File: src/rtl/irq_combiner.sv
module irq_combiner #(
  parameter int AW = 3
) (
  input  logic          clk,
  input  logic          rst_n,
  input  logic [AW-1:0] reg_addr,
  input  logic          reg_we,
  input  logic [31:0]   reg_wdata,
  output logic [31:0]   reg_rdata,
  input  logic [3:0]    uart_code,
  input  logic [1:0]    pin_in,
  output logic [1:0]    pin_oe,
  output logic [1:0]    pin_out,
  output logic          irq_pull
);
  localparam logic [AW-1:0] A_CTRL  = AW'(0);
  localparam logic [AW-1:0] A_STEN  = AW'(1);
  localparam logic [AW-1:0] A_EVENT = AW'(2);
  localparam logic [AW-1:0] A_MASK  = AW'(3);
  localparam logic [AW-1:0] A_PRES  = AW'(4);
  localparam logic [AW-1:0] A_FORCE = AW'(5);
  localparam int NPAD = 2;

  logic [2*NPAD-1:0] pcfg;
  logic              layer_en;
  logic [NPAD:0]     en;
  logic              ev_q, mask_q;
  logic [NPAD-1:0]   pst;
  logic              req;

  for (genvar i = 0; i < NPAD; i++) begin : g_pad
    assign pin_oe[i]  = pcfg[2*i+1];
    assign pin_out[i] = pcfg[2*i+1] & pcfg[2*i];
    assign pst[i]     = ~pcfg[2*i+1] & (pin_in[i] ^ pcfg[2*i]);
  end

  assign req = |({pst, ~uart_code[0]} & en);

  wire wr_ctrl  = reg_we && reg_addr == A_CTRL;
  wire wr_sten  = reg_we && reg_addr == A_STEN;
  wire ev_clr   = reg_we && reg_addr == A_EVENT && reg_wdata[0];
  wire wr_mask  = reg_we && reg_addr == A_MASK;
  wire ev_force = reg_we && reg_addr == A_FORCE && reg_wdata[0];

  always_ff @(posedge clk or negedge rst_n) begin
    if (!rst_n) begin
      pcfg     <= '0;
      layer_en <= 1'b0;
      en       <= '1;
      ev_q     <= 1'b0;
      mask_q   <= 1'b0;
    end else begin
      if (wr_ctrl) begin
        pcfg     <= reg_wdata[2*NPAD-1:0];
        layer_en <= reg_wdata[4];
      end
      if (wr_sten) en <= reg_wdata[NPAD:0];
      if (wr_mask) mask_q <= reg_wdata[0];
      if (req || ev_force) ev_q <= 1'b1;
      else if (ev_clr)     ev_q <= 1'b0;
    end
  end

  assign irq_pull = layer_en ? (mask_q & ev_q) : req;

  always_comb begin
    reg_rdata = '0;
    case (reg_addr)
      A_CTRL:  begin reg_rdata[2*NPAD-1:0] = pcfg; reg_rdata[4] = layer_en; end
      A_STEN:  begin
        reg_rdata[NPAD:0]     = en;
        reg_rdata[8]          = ~uart_code[0];
        reg_rdata[9+:NPAD]    = pst;
      end
      A_EVENT: reg_rdata[0] = ev_q;
      A_MASK:  reg_rdata[0] = mask_q;
      A_PRES:  reg_rdata[0] = req;
      default: reg_rdata = '0;
    endcase
  end

  assert_event_set_R8: assert property (@(posedge clk) disable iff (!rst_n)
    req |=> ev_q);
  assert_event_hold_R8: assert property (@(posedge clk) disable iff (!rst_n)
    (ev_q && !ev_clr) |=> ev_q);
  assert_force_sets_R10: assert property (@(posedge clk) disable iff (!rst_n)
    ev_force |=> ev_q);
  assert_layer_gate_R7: assert property (@(posedge clk) disable iff (!rst_n)
    (layer_en && !ev_q) |-> !irq_pull);
  assert_uart_drive_R5: assert property (@(posedge clk) disable iff (!rst_n)
    (!layer_en && en[0] && !uart_code[0]) |-> irq_pull);
endmodule

File: config.mk
export PLATFORM = sky130hd
export DESIGN_NAME = irq_combiner
export DESIGN_NICKNAME = d
export VERILOG_FILES = /design/src/rtl/irq_combiner.sv
export SDC_FILE = /design/constraint.sdc
export NUM_CORES = 1
export LEC_CHECK = 0
export BUFFER_PORTS_ARGS = -buffer_cell sky130_fd_sc_hd__buf_2
export CORE_MARGIN = 3
export CORE_UTILIZATION = 25
export DETAILED_ROUTE_END_ITERATION = 16
export GPL_TIMING_DRIVEN = 0
export PLACE_DENSITY = 0.57
export SETUP_SLACK_MARGIN = 0.2
export SLEW_MARGIN = 30
export SYNTH_ARGS = -nofsm -noshare
export SYNTH_HDL_FRONTEND = slang
export SYNTH_SLANG_ARGS = --single-unit
export TNS_END_PERCENT = 10
File: constraint.sdc
create_clock -name clk -period 2.53 [get_ports clk]
set_input_delay 0.506 -clock clk [delete_from_list [all_inputs] [get_ports clk]]
set_output_delay 0.506 -clock clk [all_outputs]
set_load 0.02 [all_outputs]
* Yosys cells after proc, flatten, opt, wreduce, memory -nomap -nowiden
Index checks and enable logic that the tools add are counted.
** Operators by class
- Equal/unequal tests :: 5
- Mux-type cells :: 7
- Bitwise logic cells :: 11
- Reduce and logical (&&, ||, !) cells :: 11
** Operators by type and width (count)
- logical AND 1 bit :: 7
- == test 3 x 2 -> 1 bit, second input constant :: 2
- == test 3 bit, second input constant :: 2
- AND 1 bit :: 5
- case mux 1 bit (5 select lines) :: 1
- case mux 2 bit (2 select lines) :: 1
- AND 3 bit :: 1
- == test 3 x 1 -> 1 bit, second input constant :: 1
- zero test 3 bit :: 1
- 2-to-1 mux 1 bit :: 3
- 2-to-1 mux 3 bit :: 1
- NOT 1 bit :: 3
- OR reduction 3 bit :: 1
- 2-to-1 mux 2 bit :: 1
- nonzero test 2 bit :: 1
- XOR 1 bit :: 2
- logical OR 1 bit :: 1
** Storage, ports and cells
- Register bits after elaboration :: 10
- Input bits :: 44
- Output and inout bits :: 37
- Word-level logic and storage cells :: 39

* Longest topological paths before layout
Gate-level depths: netlist of run 1.
- Word-level depth :: 6
- Depth in mapped cells :: 5
- Mapped depth without buffers :: 3

* Worst setup path before layout of run 1
Ideal clock, no wire load.
- Path type :: input-to-output
- Start point :: input reg_addr[0]
- End point :: output reg_rdata[9]
- Arrival :: 1.447 ns
- Required time :: 2.024 ns
- Slack :: 0.577 ns
- Stages on the path :: 4
- Path buffers :: 1
- Cell sequence :: buf_4 -> nor2b_2 -> nand2b_1 -> nor3b_1
** Between the ends
- Word-level cells in the longest chain between the ends :: 2
** Ends and longest elaborated chain
- start, declared :: RTL line 6 : input logic [AW-1:0] reg_addr,
- == test 3 x 1 -> 1 bit :: RTL line 68 : case (reg_addr)
- 2-to-1 mux 3 bit :: RTL line 68
- end, declared :: RTL line 9 : output logic [31:0] reg_rdata,
No other way between the ends.

* Worst setup path in the final report of run 1
- Start point :: input reg_addr[1]
- End point :: output reg_rdata[0]
** Between the ends
- Word-level cells in the longest chain between the ends :: 2
- Elaborated cells on any way between the ends :: 6
- Classes of those cells :: 4 x eq/ne; 1 x mux; 1 x reduce/logical
** Ends and longest elaborated chain (RTL line)
- == test 3 bit, or another cell as far along :: 68
- case mux 1 bit (5 select lines) * :: 68
Every way passes the cells marked *; elsewhere a longest branch is shown, timed or not.

==> results of run 1 <==
-- how the worst max path moves through the flow --
stage,start,to
6_report,reg_addr[1],reg_rdata[0]
5_1_grt,reg_addr[1],reg_rdata[0]
4_1_cts,reg_addr[1],reg_rdata[0]
3_5_place_dp,reg_addr[1],reg_rdata[0]
3_3_place_gp,reg_addr[1],reg_rdata[0]
2_1_floorplan,reg_addr[0],reg_rdata[9]
-- synth_stat cells --
| master | n | area share |
|---|---|---|
| xor2_1 | 2 | 0.020 |
| nor2_1 | 4 | 0.017 |
| mux2i_1 | 2 | 0.023 |
| nand4b_1 | 2 | 0.020 |
| and3b_1 | 1 | 0.010 |
| conb_1 | 1 | 0.0043 |
| buf_4 | 27 | 0.23 |
| buf_2 | 1 | 0.0057 |
| a22oi_1 | 1 | 0.0086 |
| nand3_1 | 4 | 0.023 |
| nand2b_1 | 1 | 0.0072 |
| nor3_2 | 1 | 0.012 |
| and2_1 | 5 | 0.036 |
| mux2_4 | 4 | 0.069 |
| mux2_2 | 6 | 0.078 |
| nor3_1 | 2 | 0.012 |
| inv_1 | 3 | 0.013 |
| nor3b_1 | 2 | 0.017 |
| buf_6 | 1 | 0.013 |
| o211ai_1 | 2 | 0.017 |
| and4b_1 | 1 | 0.012 |
| nand4_1 | 1 | 0.0072 |
| dfrtp_1 | 7 | 0.20 |
| nor2b_2 | 1 | 0.010 |
| nand2_1 | 2 | 0.0086 |
| a32oi_1 | 2 | 0.020 |
| o21ai_0 | 2 | 0.012 |
| dfstp_2 | 3 | 0.091 |
-- layout make-up --
| cell class | instances | area (um^2) |
|---|---|---|
| inverters | 3 | 11.3 |
| fillers | 352 | 2020 |
| clock buffers | 4 | 26.3 |
| well taps | 44 | 55.1 |
| plain buffers | 29 | 219 |
| flip-flops and latches | 10 | 254 |
| multi-input cells | 72 | 472 |
| repair buffers | 25 | 125 |
-- kinds of logic after synthesis --
logic type             count (synthesis)  synth area share
flip-flops                            10             0.292
multiplexers                          12             0.170
buffers and inverters                 32             0.265
XOR/XNOR                               2            0.0201
AND/OR/NAND/NOR                       27             0.191
AO/OA/AOI/OAI                          7            0.0576
other                                  1           0.00431
-- critical path, cell delays in order --
cell      delay (ns)
buf_2           0.11
buf_2           0.21
mux2_2          0.35
a22oi_1         0.22
o211ai_1        0.13
buf_2           0.18
-- registers in the layout (all words and copies together) (netlist names) --
name      flops
en            3
ev_q          1
layer_en      1
mask_q        1
pcfg          4
-- routing by layer --
| layer | GRT usage | vias to the layer above | routed length [um] |
|---|---|---|---|
| li1 | - | 368 | - |
| met1 | 0.107 | 323 | 815 |
| met2 | 0.146 | 36 | 838 |
| met3 | 0.0277 | 4 | 191 |
| met4 | 0.0475 | 0 | 21 |
| met5 | 0 | - | 0 |
-- power breakdown --
group / internal, mW / leakage [nW] / switching [mW]
Sequential: 0.200 / 0.113 / 0.0382
Combinational: 0.123 / 0.498 / 0.138
Clock: 0.0607 / 0.0150 / 0.0485
==> results.yml, run 1 <==
status:
  status: "finished clean"
hold_path:
  hp-class: "input port to asynchronous set/reset pin"
setup_path:
  crit_arrival_ns: 1.70
  path_max_fanout: 10
  timing.rr.start: "pcfg[2]$_DFFE_PN0P_"
  reg2reg_slack_ns: 1.36
  cp-end-kind: "output port"
  r2r_cells: 3
  regToRegEndpoint: "ev_q$_DFFE_PN0P_"
  crit_type: "input port to output port"
  cp-start-kind: "input port"
  cp.required_ns: 2.02
yosys:
  syn_area_um2: 870
  synthCells: 91
  synth.avg_cell_area_um2: 9.56
  ys_warn_count: 0
  synth.yosys.seq_area_share: 0.292
  ys_seq_elements: 10
  synth_cell_type_count: 28
timing:
  hold_slack_ns: 0.0882
  fmax_mhz: 454
  hold_viol_final: 0
  rsz0062_at_grt: "no"
  fin_crit_sh: 0.871
  tns_ns: 0
  fin_ws_ns: 0.325
  fin_crit_ns: 2.20
  finalMaxSlewViolations: 0
  setup_viol: 0
  fin_skew_ns: 0.00474
clocking:
  clkLatencyLatePin_ns: 0.26
  htreeDepth: 1
  post_cts_resized: 0
  cts_root_buffer: "clkbuf_4"
  cts_setup_buffers: 0
  cts.path.max_buffers: 2
  path_clk_slew_ns: 0.06
  cts_buffers: 3
  postCtsHoldBufs: 0
  cts_tree: "done"
  numClockSinks: 10
placement:
  place_ws_ns: 0.336
  place_area_um2: 1140
  io_buffers: 25
  place_congestion: 0.731
  dp_cells: 183
die:
  pin_count: 81
  die_area_um2: 4220
  coreArea_um2: 3180
  die_w_um: 65.0
  dieHeight_um: 65.0
  rows: 20
  start_util: 0.274
run:
  maxCapViolations: 0
detailed_routing:
  drc_errors: 0
  drt_iter0_drc: 13
  ant_nets: 0
  avgRoutedWirePerCell_um: 9.98
  via_per_inst: 3.91
  vias: 731
  routed_wl_um: 1870
  drtPass1Iterations: 4
final_layout:
  fin_nets: 188
  area_growth_pct: 33.7
  diodes: 0
  drive_gt1_frac: 0.503
  final_common_cell: "buf_4"
  design_area_um2: 1160
  post-route-util: 0.366
  final_cells: 187
  final_cell_mix: "buf_4 (27), buf_2 (26), conb_1 (24)"
grt:
  grt_pass1_vias: 630
  grt_pass1_wl_um: 2920
  grt_overflow: 0
  grt_max_degree: 11
  gr-usage-all-layers: 0.0904
  grt_antenna_before_repair: 0
power_and_ir_drop:
  ir_drop_mv: 0.179
  p_total_mw: 0.610
  p_leak_nw: 0.626
  powerDensity_nw_per_um2: 525
(Power assumes the default switching activity.)
==> run 2, diff against run 1 <==
- CORE_UTILIZATION: 25 -> 39
- CTS_BUF_LIST: unset -> sky130_fd_sc_hd__clkbuf_16
- PLACE_DENSITY: 0.57 -> 0.83
==> run 2 against run 1 <==
Flip-flop and latch count did not move. Maximum frequency rose by 1.4%. Wire length fell by 4.0%. Clock skew fell by 0.0023 ns. Die area fell by 33%. Utilization rose by 22 points. Worst hold slack improved by 0.028 ns. Via count fell by 1.4%. First-iteration DRC count fell by 23%. Global-route usage rose by 4.4 points. Critical endpoint unchanged.
==> results.yml, run 2 (synthesis gave the netlist of run 1 again) <==
clocking:
  clkLatencyLatePin_ns: 0.23
  cts_setup_buffers: 0
  cts_buffers: 3
  numClockSinks: 10
  cts_tree: "done"
  cts_root_buffer: "clkbuf_16"
  cts.path.max_buffers: 2
  htreeDepth: 1
  post_cts_resized: 0
  postCtsHoldBufs: 0
  path_clk_slew_ns: 0.04
timing:
  setup_viol: 0
  fin_crit_ns: 2.17
  finalMaxSlewViolations: 0
  fin_skew_ns: 0.00248
  hold_viol_final: 0
  fmax_mhz: 460
  rsz0062_at_grt: "no"
  fin_crit_sh: 0.859
  tns_ns: 0
final_layout:
  largest_register_ffs: 4
  top_regs: "pcfg x4, en x3"
  design_area_um2: 1190
  final_cell_mix: "buf_4 (27), buf_2 (26), conb_1 (24)"
  fin_nets: 188
  diodes: 0
  drive_gt1_frac: 0.503
  final_common_cell: "buf_4"
  final_cells: 170
  area_growth_pct: 37.3
  regMostFlops: "pcfg"
power_and_ir_drop:
  powerDensity_nw_per_um2: 649
  p_leak_nw: 0.653
  ir_drop_mv: 0.538
  p_total_mw: 0.775
setup_path:
  cp-start-kind: "input port"
  crit_arrival_ns: 1.67
  cp.required_ns: 2.02
  startpoint: "reg_addr[1]"
  timing.rr.start: "pcfg[2]$_DFFE_PN0P_"
  r2r_cells: 3
  path_max_fanout: 10
  cp-end-kind: "output port"
  crit_type: "input port to output port"
detailed_routing:
  drt_iter0_drc: 10
  drc_errors: 0
  routed_wl_um: 1790
  via_per_inst: 4.24
  drtPass1Iterations: 4
  ant_nets: 0
  avgRoutedWirePerCell_um: 10.5
  vias: 721
grt:
  grt_antenna_before_repair: 0
  grt_pass1_vias: 605
  gr-usage-all-layers: 0.135
  grt_overflow: 0
  grt_max_degree: 11
  grt_pass1_wl_um: 2750
placement:
  place_hpwl_um: 1520
  dp_cells: 166
  place_area_um2: 1110
  io_buffers: 25
  place_congestion: 0.844
status:
  status: "finished clean"
die:
  die_area_um2: 2830
  rows: 16
  start_util: 0.426
  dieHeight_um: 53.2
  pin_count: 81
  coreArea_um2: 2040
  die_w_um: 53.2
run:
  maxCapViolations: 0
hold_path:
  hp-class: "input port to asynchronous set/reset pin"
-- run 2: final timing paths --
path	end	slack (ns)
hold reg to reg	ev_q$_DFFE_PN0P_	0.56
max in group asynchronous	en[0]$_DFFE_PN1P_	2.17
setup reg to reg	ev_q$_DFFE_PN0P_	1.37
setup / recovery	reg_rdata[0]	0.36
min in group clk	layer_en$_DFFE_PN0P_	0.51
hold / removal	pcfg[1]$_DFFE_PN0P_	0.12
-- run 2: power by group --
part	switching (mW)	internal (mW)	total (mW)
clock network	0.0655	0.206	0.272
logic	0.139	0.123	0.262
registers	0.0391	0.201	0.241
-- run 2: critical path, cell delays in order --
cell	delay, ns
buf_2	0.11
buf_2	0.21
mux2_2	0.35
a22oi_1	0.21
o211ai_1	0.12
buf_2	0.17
-- run 2: per-stage QoR --
stage / hold WS, ns / setup WS (ns) / utilization
floorplan: 0.210 / 0.577 / -
finish: 0.116 / 0.356 / 0.585
global placement: 0.365 / 0.398 / 0.546
detailed placement: 0.367 / 0.369 / 0.546
CTS: 0.118 / 0.368 / 0.585
global route: 0.130 / 0.277 / 0.585
-- run 2: final cells by class --
class                   count  area (um^2)
fillers                   193          848
multi-input cells          72          472
flip-flops and latches     10          254
plain buffers              29          219
repair buffers             25          125
clock buffers               3         75.1
well taps                  27         33.8
inverters                   3         11.3
clock inverters             1         3.75
-- run 2: metal layers --
metal  vias to the layer above  GRT usage  part of all wire
li1                        371          -                 -
met5                         -          0                 0
met3                         2     0.0169             0.094
met4                         0     0.0894             0.016
met2                        36      0.227              0.49
met1                       312      0.157              0.40
==> run 3, diff against run 2 <==
- ABC_AREA: unset -> 1
- CORE_UTILIZATION: 39 -> 36
- PLACE_DENSITY: 0.83 -> 0.79
- clock period: 2.53 -> 2.3 ns (I/O delays scaled with it)
==> run 3 against run 2 <==
Register-to-register slack got worse by 0.18 ns. Critical path type unchanged. Worst setup slack improved by 0.054 ns. First-iteration DRC count is 70% lower. Sequential power increased by 2%. Worst hold slack got worse by 0.043 ns. Clock power up 12%. Combinational power down 3%. Non-clock buffer count decreased by 2. Critical path depth up 1. Largest cell class unchanged. Synthesized cell count is 32% higher. Clock-buffer cell count is the same. Flip-flop and latch count stayed put.
==> results.yml, run 3 <==
final_layout:
  fillers: 203
  area_growth_pct: 39.5
  multi_input_area_um2: 403
  regMostFlops: "pcfg"
  final_cell_mix: "nand2_1 (27), buf_4 (26), buf_2 (26)"
  fin_nets: 218
  largest_register_ffs: 4
  drive_gt1_frac: 0.382
  final_common_cell: "nand2_1"
  register_area_um2: 254
  top_regs: "pcfg x4, en x3"
  diodes: 0
power_and_ir_drop:
  p_switching_mw: 0.262
  clkPwrFrac: 0.380
  p_leak_nw: 0.718
  seqPwrFrac: 0.305
  power.internal_mw: 0.540
  powerDensity_nw_per_um2: 690
  p_total_mw: 0.803
  swShare: 0.327
  p_comb_frac: 0.315
  ir_drop_mv: 0.653
grt:
  gr-usage-all-layers: 0.136
  grt_antenna_before_repair: 0
  grt_overflow: 0
  grt_pass1_wl_um: 2890
  grt_pass1_vias: 698
  grt_max_degree: 11
detailed_routing:
  drt_iter0_drc: 3
  drc_errors: 0
  routed_wl_um: 1800
  avgRoutedWirePerCell_um: 9.00
  via_per_inst: 4.19
  drtPass1Iterations: 4
  ant_nets: 0
  vias: 838
clocking:
  cts_buffers: 3
  cts_setup_buffers: 0
  postCtsHoldBufs: 0
  cts_tree: "done"
  clkLatencyLatePin_ns: 0.24
  numClockSinks: 10
  htreeDepth: 1
  cts.path.max_buffers: 2
  cts_root_buffer: "clkbuf_16"
  path_clk_slew_ns: 0.04
  post_cts_resized: 0
yosys:
  synth_common_cells: "nand2_1 (27), buf_4 (26), inv_1 (16), nor2_1 (8), dfrtp_1 (7)"
  synth.yosys.seq_area_share: 0.305
  ys_seq_elements: 10
  netlist_top_cells_area: "buf_4 (23%), dfrtp_1 (21%), nand2_1 (12%)"
  syn_area_um2: 833
  synth.most_common_cell: "nand2_1"
  synth-main-ff-cell: "dfrtp_1"
  ys_warn_count: 0
  yosysTopAreaCellShare: 0.234
  synth_cell_type_count: 19
  yosysTopAreaCell: "buf_4"
  synth.avg_cell_area_um2: 6.94
  synthArstFlopShare: 1.00
  synth-edff-count: 0
  synthCells: 120
timing:
  finalMaxSlewViolations: 0
  fin_crit_ns: 1.89
  tns_ns: 0
  fin_crit_sh: 0.822
  fin_skew_ns: 0.00306
  rsz0062_at_grt: "no"
  hold_viol_final: 0
  fmax_mhz: 529
  setup_viol: 0
  fin_ws_ns: 0.410
placement:
  place_hpwl_um: 1550
  place_congestion: 0.772
  io_buffers: 26
  place_ws_ns: 0.417
status:
  status: "finished clean"
setup_path:
  crit_type: "input port to output port"
  crit_family: "buffers and inverters"
  path_max_fanout: 4
  timing.rr.start: "pcfg[2]$_DFFE_PN0P_"
  cp-end-kind: "output port"
  cp_cell_sequence: "buf_2, inv_2, nand2_2, nor2_2, inv_1, o21ai_0, buf_2"
  crit_arrival_ns: 1.43
  worst-path-buf-inv: 4
  startpoint: "reg_addr[0]"
  path_common_cell: "buf_2"
  cpPeakStageDelay_ns: 0.20
  crit_path_top_delay_cell: "o21ai_0"
  cp.required_ns: 1.84
  cp-start-kind: "input port"
die:
  dieHeight_um: 54.1
  coreArea_um2: 2080
  rows: 16
  die_area_um2: 2930
  pin_count: 81
  die_w_um: 54.1
  start_util: 0.400
hold_path:
  hp-class: "input port to asynchronous set/reset pin"
run:
  maxCapViolations: 0
[run 3: changes by cell type after synthesis, sizes merged, moves of 5 or more]
cell,previous run,this run
nand2,2,30
inv,3,18
mux2,10,0
o21ai,2,9
a21oi,0,5
and2,5,0
nor2,4,9
[run 3: area by class of cell]
type                    count  share of cell area
multi-input cells          89               0.347
flip-flops and latches     10               0.219
plain buffers              26               0.168
repair buffers             26               0.112
clock buffers               3              0.0646
inverters                  18              0.0581
well taps                  27              0.0291
clock inverters             1             0.00323
[run 3: metal layers]
layer | vias to the layer above | track usage | wire [um]
li1 | 433 | - | -
met5 | - | 0 | 0
met4 | 0 | 0.0747 | 37
met1 | 371 | 0.135 | 657
met2 | 29 | 0.266 | 978
met3 | 5 | 0.0194 | 126
[run 3: metrics by stage]
| step | std cells | util | hold WS, ns | instance area [um^2] |
|---|---|---|---|---|
| 2_1_floorplan | 143 | - | 0.164 | 920 |
| 3_3_place_gp | 196 | 0.520 | 0.324 | 1080 |
| 3_5_place_dp | 196 | 0.520 | 0.331 | 1080 |
| 4_1_cts | 200 | 0.558 | 0.0812 | 1160 |
| 5_1_grt | 200 | 0.558 | 0.0877 | 1160 |
| 6_report | 200 | 0.558 | 0.0731 | 1160 |
[run 3: worst paths after layout]
check	endpoint	depth (start not counted)	slack, ns
setup / recovery	reg_rdata[1]	7	0.41
hold / removal	layer_en$_DFFE_PN0P_	1	0.07
setup reg to reg	ev_q$_DFFE_PN0P_	6	1.19
hold reg to reg	en[2]$_DFFE_PN1P_	2	0.49
max in group asynchronous	en[2]$_DFFE_PN1P_	1	1.97
min in group clk	en[2]$_DFFE_PN1P_	3	0.45
[run 3: cells by family after synthesis]
family,Yosys count,synth area share
AOI/OAI and AO/OA,14,0.0841
and+or+nand+nor,51,0.291
other,1,0.00450
DFF,10,0.305
buffers and inverters,44,0.315
[run 3: power by group through the flow]
stage	clock network (mW)	logic (mW)	registers, mW
floorplan	0	0.191	0.238
global placement	0	0.245	0.244
detailed placement	0	0.252	0.246
CTS	0.312	0.253	0.244
global route	0.319	0.282	0.250
finish	0.305	0.253	0.245
